### config.mk
export PLATFORM = sky130hd
export DESIGN_NAME = rtc_calendar
export DESIGN_NICKNAME = d
export VERILOG_FILES = /design/src/rtl/rtc_calendar.sv
export SDC_FILE = /design/constraint.sdc
export NUM_CORES = 1
export LEC_CHECK = 0
export ABC_AREA = 1
export BUFFER_PORTS_ARGS = -buffer_cell sky130_fd_sc_hd__buf_2
export CAP_MARGIN = 20
export CORE_UTILIZATION = 59
export CTS_CLUSTER_DIAMETER = 100
export CTS_CLUSTER_SIZE = 25
export DETAILED_ROUTE_END_ITERATION = 10
export PLACE_DENSITY_LB_ADDON = 0.05
export SYNTH_ARGS = -nofsm -noshare
export SYNTH_HDL_FRONTEND = slang
export SYNTH_SLANG_ARGS = --single-unit
### constraint.sdc
create_clock -name clk -period 5.87 [get_ports clk]
set_input_delay 0 -clock clk [delete_from_list [all_inputs] [get_ports clk]]
set_output_delay 0 -clock clk [all_outputs]
set_load 0.005 [all_outputs]
### src/rtl/rtc_calendar.sv
module rtc_calendar #(
  parameter int LEAD_CYC = 4
) (
  input  logic       clk,
  input  logic       rst_n,
  input  logic       tick,
  input  logic       cs,
  input  logic       we,
  input  logic       re,
  input  logic [3:0] addr,
  input  logic [7:0] wdata,
  output logic [7:0] rdata,
  output logic       irq,
  output logic       sqw
);
  localparam int CW = $clog2(LEAD_CYC + 1);
  localparam int PW = 16;

  logic [7:0]    tm [0:9];
  logic [6:0]    a_q;
  logic [7:0]    b_q;
  logic [2:0]    c_q;
  logic          busy;
  logic [CW-1:0] cnt;
  logic [PW-1:0] pc_q;

  function automatic logic [6:0] dec(input logic [7:0] v, input logic bin);
    return bin ? v[6:0] : 7'(v[7:4]) * 7'd10 + 7'(v[3:0]);
  endfunction

  function automatic logic [7:0] enc(input logic [6:0] n, input logic bin);
    return bin ? {1'b0, n} : {4'(n / 7'd10), 4'(n % 7'd10)};
  endfunction

  function automatic logic hit(input logic [7:0] al, input logic [7:0] cur);
    return (al[7:6] == 2'b11) || (al == cur);
  endfunction

  wire bin  = b_q[2];
  wire m24  = b_q[1];
  wire wr   = cs && we;
  wire rd_c = cs && re && addr == 4'd12;
  wire upd_fire = busy && cnt == '0 && !b_q[7];

  logic [6:0] s, mi, hl, h24, dw, dm, mo, yr, dim;
  logic [6:0] ns, nmi, nh, ndw, ndm, nmo, nyr, h12;
  logic       c1, c2, c3, c4, c5;
  logic [7:0] nx_s, nx_m, nx_h;

  always_comb begin
    s   = dec(tm[0], bin);
    mi  = dec(tm[2], bin);
    hl  = dec({1'b0, tm[4][6:0]}, bin);
    dw  = dec(tm[6], bin);
    dm  = dec(tm[7], bin);
    mo  = dec(tm[8], bin);
    yr  = dec(tm[9], bin);
    h24 = m24 ? hl : ((hl == 7'd12) ? 7'd0 : hl) + (tm[4][7] ? 7'd12 : 7'd0);
    case (mo)
      7'd2:                       dim = (yr[1:0] == 2'b00) ? 7'd29 : 7'd28;
      7'd4, 7'd6, 7'd9, 7'd11:    dim = 7'd30;
      default:                    dim = 7'd31;
    endcase
    c1  = s >= 7'd59;
    ns  = c1 ? 7'd0 : s + 7'd1;
    c2  = c1 && mi >= 7'd59;
    nmi = c1 ? (c2 ? 7'd0 : mi + 7'd1) : mi;
    c3  = c2 && h24 >= 7'd23;
    nh  = c2 ? (c3 ? 7'd0 : h24 + 7'd1) : h24;
    ndw = c3 ? (dw >= 7'd7 ? 7'd1 : dw + 7'd1) : dw;
    c4  = c3 && dm >= dim;
    ndm = c3 ? (c4 ? 7'd1 : dm + 7'd1) : dm;
    c5  = c4 && mo >= 7'd12;
    nmo = c4 ? (c5 ? 7'd1 : mo + 7'd1) : mo;
    nyr = c5 ? (yr >= 7'd99 ? 7'd0 : yr + 7'd1) : yr;
    h12 = (nh % 7'd12 == 7'd0) ? 7'd12 : nh % 7'd12;
    nx_s = enc(ns, bin);
    nx_m = enc(nmi, bin);
    nx_h = m24 ? enc(nh, bin) : (enc(h12, bin) | {nh >= 7'd12, 7'b0});
  end

  wire af_evt = upd_fire && hit(tm[1], nx_s) && hit(tm[3], nx_m) && hit(tm[5], nx_h);

  wire [3:0]    rate  = a_q[3:0];
  wire [PW-1:0] pmask = (PW'(1) << rate) - PW'(1);
  wire          pevt  = rate != 4'd0 && (pc_q & pmask) == pmask;

  assign sqw = b_q[3] && rate != 4'd0 && pc_q[rate - 4'd1];
  wire irqf = |(c_q & b_q[6:4]);
  assign irq = irqf;

  always_comb begin
    case (addr)
      4'd10:   rdata = {busy, a_q};
      4'd11:   rdata = b_q;
      4'd12:   rdata = {irqf, c_q, 4'b0};
      4'd13:   rdata = 8'h80;
      4'd14, 4'd15: rdata = 8'h00;
      default: rdata = tm[addr];
    endcase
  end

  always_ff @(posedge clk or negedge rst_n) begin
    if (!rst_n) begin
      for (int i = 0; i < 10; i++) tm[i] <= 8'h00;
      tm[6] <= 8'h01;
      tm[7] <= 8'h01;
      tm[8] <= 8'h01;
      a_q   <= '0;
      b_q   <= 8'h02;
    end else begin
      if (wr && addr < 4'd10) tm[addr] <= wdata;
      if (wr && addr == 4'd10) a_q <= wdata[6:0];
      if (wr && addr == 4'd11) b_q <= wdata;
      if (upd_fire) begin
        tm[0] <= nx_s;
        tm[2] <= nx_m;
        tm[4] <= nx_h;
        tm[6] <= enc(ndw, bin);
        tm[7] <= enc(ndm, bin);
        tm[8] <= enc(nmo, bin);
        tm[9] <= enc(nyr, bin);
      end
    end
  end

  always_ff @(posedge clk or negedge rst_n) begin
    if (!rst_n) begin
      busy <= 1'b0;
      cnt  <= '0;
    end else if (b_q[7]) begin
      busy <= 1'b0;
    end else if (!busy) begin
      if (tick) begin
        busy <= 1'b1;
        cnt  <= CW'(LEAD_CYC - 1);
      end
    end else if (cnt != '0) begin
      cnt <= cnt - 1'b1;
    end else begin
      busy <= 1'b0;
    end
  end

  always_ff @(posedge clk or negedge rst_n) begin
    if (!rst_n) begin
      c_q  <= '0;
      pc_q <= '0;
    end else begin
      pc_q <= pc_q + 1'b1;
      if (rd_c) c_q <= '0;
      if (pevt) c_q[2] <= 1'b1;
      if (af_evt) c_q[1] <= 1'b1;
      if (upd_fire) c_q[0] <= 1'b1;
    end
  end

  assert_sec_moves_on_update_R3: assert property (@(posedge clk) disable iff (!rst_n)
    !$stable(tm[0]) |-> ($past(upd_fire) || $past(wr && addr == 4'd0)));

  assert_uip_falls_R3: assert property (@(posedge clk) disable iff (!rst_n)
    $fell(busy) |-> ($past(upd_fire) || $past(b_q[7])));

  assert_set_halts_R4: assert property (@(posedge clk) disable iff (!rst_n)
    b_q[7] |=> !busy);

  assert_alarm_flag_at_update_R9: assert property (@(posedge clk) disable iff (!rst_n)
    $rose(c_q[1]) |-> $past(upd_fire));

  assert_read_clears_c_R10: assert property (@(posedge clk) disable iff (!rst_n)
    (rd_c && !upd_fire && !pevt) |=> c_q == 3'b000);

  assert_irq_drops_on_read_R10: assert property (@(posedge clk) disable iff (!rst_n)
    $fell(irq) |-> $past(rd_c || (wr && addr == 4'd11)));
endmodule

After elaboration in Yosys (flattened, before gate mapping)
Index checks and enable logic that the tools add are counted.
Widths: inputs -> output; s select.

word-level totals
  flip-flop bits (word level) = 118
  input port bits = 18
  logic and storage cells = 196

cells by class
  add/sub/neg operators = 19
  multipliers = 7
  div/mod/pow operators = 17
  magnitude comparators = 12
  equal/unequal tests = 20
  shift-type cells = 1
  mux-type cells = 60
  bitwise logic cells = 5
  reduce and logical (&&, ||, !) cells = 37

operators by type and width
  operator               count
  $mux 7                 23
  $mux 8                 15
  $bwmux 80              1
  $mux 80                1
  $mod 7x4->7 const B    9
  $add 7x4->7            8
  $div 7x4->7 const B    8
  $add 7x1->7 const B    7
  $pmux 8 s5             1
  $mul 4x3->6 const B    6
  $bmux 8 s4             1
  $demux 8 s4            1
  $mux 32                1
  $eq 4x4->1 const B     6
  $eq 8x8->1             3
  $eq 7x4->1 const B     3
  $logic_and 1x1->1      19
  $add 16x1->16 const B  1
  $and 16x16->16         1
  $eq 16x16->1           1
  $shl 1x4->16 const A   1
  $sub 16x2->16 const B  1
  $eq 7x3->1 const B     2
  $ge 7x4->1 const B     2
  36 further kinds       56

Depth between registers and ports, before layout
  depth in word-level cells = 22
  gate-level depth with buffers = 53
  mapped depth without buffers = 52

Least setup slack after synthesis
OpenSTA, ideal clock, no wires.

  path type = register -> register
  from = register tm[13] (netlist name)
  to = register tm[2] (netlist name)
  setup time = 0.124 ns
  data arrival time = 5.824 ns
  path slack = -0.078 ns
  stages on the path, launching flop included = 48
  path buffers = 2
  clock period less this slack = 5.948 ns
  cell sequence = dfrtp_1 ha_1 ha_1 fa_1 inv_1 nor2_1 xor2_1 a21oi_1 nor2_1 nand2_1 a21oi_4 nand2_1 o21ai_0 inv_1 ha_1 inv_1 a21boi_0 o211ai_1 [12 not listed] nand2_1 nand2_1 ha_1 inv_1 o31ai_1 nand3_2 nand2_4 xor2_4 ha_1 inv_1 nand3_2 nand2_2 nor2_4 nand2_2 nand2_1 nand3_1 nand2_1 nand3_1

between the ends
  longest elaborated chain between the ends = 13

ends and longest elaborated chain
  element                                          line  source
  from (decl)                                      19    logic [7:0] tm [0:9];
  from (signal, indexed assignment)                112   if (wr && addr < 4'd10) tm[addr] <= wdata;
  $mul 4x3->6                                      28    return bin ? v[6:0] : 7'(v[7:4]) * 7'd10 + 7'(v[3:0]);
  $add 7x4->7                                      28
  $mux 7 (*)                                       28
  $eq 7x3->1 / $eq 7x4->1 (equally long branches)  59    case (mo)
  $reduce_or 4->1                                  59
  $pmux 2 s2                                       59
  $ge 7x7->1                                       71    c4 = c3 && dm >= dim;
  $logic_and 1x1->1                                71
  $logic_and 1x1->1 (*)                            73    c5 = c4 && mo >= 7'd12;
  $mux 7 (*)                                       75    nyr = c5 ? (yr >= 7'd99 ? 7'd0 : yr + 7'd1) : yr;
  $mod 7x4->7                                      32    return bin ? {1'b0, n} : {4'(n / 7'd10), 4'(n % 7'd10)};
  $mux 8 (*)                                       32
  $mux 32 (*)                                      115   if (upd_fire) begin

Mark *: on every way between the ends. The rest lies on a longest branch, timed or not.
A chain may end at the register's enable or synchronous reset.

Worst setup path in the final report
  from = register tm[15] (netlist name)
  to = register tm[9] (netlist name)

between the ends
  longest elaborated chain between the ends = 14

ends and longest elaborated chain
  element                                          line  source
  $mul 4x3->6 (*)                                  28
  $add 7x4->7 (*)                                  28
  $mux 7 (*)                                       28
  $eq 7x3->1 / $eq 7x4->1 (equally long branches)  59
  $reduce_or 4->1                                  59
  $pmux 2 s2                                       59
  $ge 7x7->1                                       71
  $logic_and 1x1->1                                71
  $logic_and 1x1->1                                73
  $mux 7                                           74    nmo = c4 ? (c5 ? 7'd1 : mo + 7'd1) : mo;
  $mux 7 (*)                                       74
  $mod 7x4->7                                      32
  $mux 8 (*)                                       32
  $mux 32 (*)                                      115

Marked as above.

==> results.sh <==
export IMPL_portBuffers=27
export IMPL_final_cell_mix="nand2_1, inv_1, nand3_1"
export IMPL_ant_nets=0
export IMPL_cts_buffers=17
export IMPL_drt_iter0_drc=1311
export IMPL_first_global_vias=12465
export IMPL_setup_tns_ns=-2.11
export IMPL_relSlewSlack_pct=22.1
export IMPL_slew_violations=0
export IMPL_yosysUniqueCellTypes=69
export IMPL_netlist_area_um2=12900
export IMPL_postLayoutCoreUtil_pct=70.9
export IMPL_clock_sinks=118
export IMPL_routed_wl_mm=39.9
export IMPL_critPathSlowestCell="fa_1"
export IMPL_violations="setup timing"
export IMPL_gp_congestion=0.950
export IMPL_rsz0062_at_grt="true"
export IMPL_synth_edf_count=0
export IMPL_die_w_um=150
export IMPL_hpwl_mm=28.6
export IMPL_crit_path_max_incr_delay_ns=0.59
export IMPL_root_buffer="clkbuf_16"
export IMPL_clk_pin_slew_ns=0.06
export IMPL_ys_async_sr_fraction_pct=100
export IMPL_routedWlPerCell_um=16.8
export IMPL_use_met2_pct=56.9
export IMPL_synthTopCellsByArea="dfrtp_1, nand2_1, inv_1"
export IMPL_worstPathArrival_ns=6.53
export IMPL_cp_data_required_time_ns=6.18
export IMPL_hp_class="primary input to flop"
export IMPL_max_freq_mhz=161
export IMPL_cts_buffer_depth=2
export IMPL_antenna_cells=0
export IMPL_crit_fanout=4
export IMPL_syn_instance_count=1990
export IMPL_crit_type="flop to flop"
export IMPL_use_met3_pct=7.77
export IMPL_vias=14004
export IMPL_dieHeight_um=150
export IMPL_critPathMostFrequentCell="nand2_2"
export IMPL_grt_util_met1_pct=45.8
export IMPL_initial_core_util_pct=60.9
export IMPL_die_area_um2=22500
export IMPL_setup_ws_ns=-0.350
export IMPL_yosysWarnings=0
export IMPL_yosys_area_top_type="dfrtp_1"
export IMPL_status="finished, violations left"
export IMPL_drv_cap=0
export IMPL_grt_busiest_layer="met2"
export IMPL_pin_count=28
export IMPL_area_growth_syn_to_layout_pct=16.4
export IMPL_hold_viol=0
export IMPL_grt_total_usage_pct=35.1
export IMPL_antenna_found_initial=0
export IMPL_htree_num_levels=4
export IMPL_seq_area_frac_synth_pct=22.9
export IMPL_rows=53
export IMPL_endpoint_kind="flop"
export IMPL_ys_ff_latch=118
export IMPL_drive_gt1_share_pct=16.6
export IMPL_setup_viol=8
export IMPL_synth_top_cell_area_share_pct=22.1
export IMPL_synth_fp_nets=2097
export IMPL_drc=0
export IMPL_coreArea_um2=21200
export IMPL_grt_pass1_wl_mm=61.8
export IMPL_critPathLaunchType="flop"
export IMPL_overflow=0
export IMPL_clock_skew_ns=0.0115
export IMPL_layout_commonest_cell="nand2_1"
export IMPL_avgSynthCellArea_um2=6.49
export IMPL_drt_pass1_iter_count=8
export IMPL_ys_flop_type="dfrtp_1"
export IMPL_clkLatencyLatePin_ns=0.43
export IMPL_worstMarginPinSlew_ns=1.16
export IMPL_min_period_ns=6.22
export IMPL_timing_hold_ws_ns=0.0411
export IMPL_grt_max_degree=79
export IMPL_avgViaCountPerCell=5.89
export IMPL_finalCritPeriodShare_pct=106
export IMPL_cts_tree="yes"
export IMPL_layout_nets=2196
[final timing paths]
| path | startpoint | to | slack (ns) | depth (start not counted) |
|---|---|---|---|---|
| max | tm[15]$_DFFE_PN0P_ | tm[9]$_DFFE_PN0P_ | -0.35 | 44 |
| max reg2reg | tm[15]$_DFFE_PN0P_ | tm[9]$_DFFE_PN0P_ | -0.35 | 44 |
| max in group asynchronous | rst_n | b_q[1]$_DFFE_PN1P_ | 4.75 | 4 |
| min reg2reg | a_q[6]$_DFFE_PN0P_ | a_q[6]$_DFFE_PN0P_ | 0.49 | 2 |
| min in group asynchronous | rst_n | pc_q[7]$_DFF_PN0_ | 0.10 | 2 |
| min | wdata[4] | b_q[4]$_DFFE_PN0P_ | 0.04 | 3 |
[sequential cells by signal, indices dropped and copies added (netlist names)]
register	cells
c_q	3
pc_q	16
tm	80
cnt	3
busy	1
b_q	8
a_q	7
[worst max-delay path, delay by kind of cell (launching register included)]
kind | cells | cell delay (ns)
adder cells (fa/ha/maj) | 5 | 1.53
XOR/XNOR | 2 | 0.39
flip-flops | 1 | 0.38
AO/OA/AOI/OAI | 5 | 0.65
AND/OR/NAND/NOR | 22 | 2.24
buffers and inverters | 10 | 0.89
[what timing repair did]
item	in CTS	in global routing
resized for setup	16	107
cloned	1	0
pin swaps	23	56
setup endpoints to repair	11	21
buffers inserted	8	34
endpoints found under the hold margin	65	0
hold buffers	12	0
[per-layer routing]
metal | wire length [um] | vias up
met1 | 16900 | 6506
met5 | 0 | -
met4 | 1330 | 0
li1 | - | 6782
met3 | 3250 | 110
met2 | 18500 | 606
[synthesized netlist by cell type, types with 28 or more instances]
master,number
o21ai_0,128
nor3_1,34
nor2_1,148
a21oi_1,57
inv_1,273
ha_1,75
xor2_1,38
nand4_1,38
dfrtp_1,114
nand3_1,169
nand2_1,567
o211ai_1,28
[cell families after synthesis]
logic type / count (synthesis) / share of synthesized area [%]
adder cells (fa/ha/maj): 89 / 9.43
multiplexers: 1 / 0.0871
buffers and inverters: 337 / 10.7
AO/OA/AOI/OAI: 344 / 16.8
flip-flops: 118 / 22.9
XOR/XNOR: 60 / 4.43
AND/OR/NAND/NOR: 1041 / 35.6
[final cells by class]
cell class / instances / area [um2]
well taps: 275 / 344
clock buffers: 17 / 425
clock inverters: 15 / 164
multi-input cells: 1536 / 9060
inverters: 288 / 1090
repair buffers: 128 / 986
fillers: 1866 / 6180
flip-flops and latches: 118 / 2960
[through the flow]
| step | cell area (um2) | setup slack, ns | cells |
|---|---|---|---|
| after floorplan | 13000 | 0.00484 | 1990 |
| after global placement | 13500 | 0.00694 | 2288 |
| after detailed placement | 13500 | -0.250 | 2288 |
| after CTS | 14300 | 0.00580 | 2341 |
| after global routing | 15000 | -0.608 | 2377 |
| final | 15000 | -0.350 | 2377 |
Power is not shown: default switching activity piles up to over one toggle a cycle in this logic, so the estimate is an artifact.
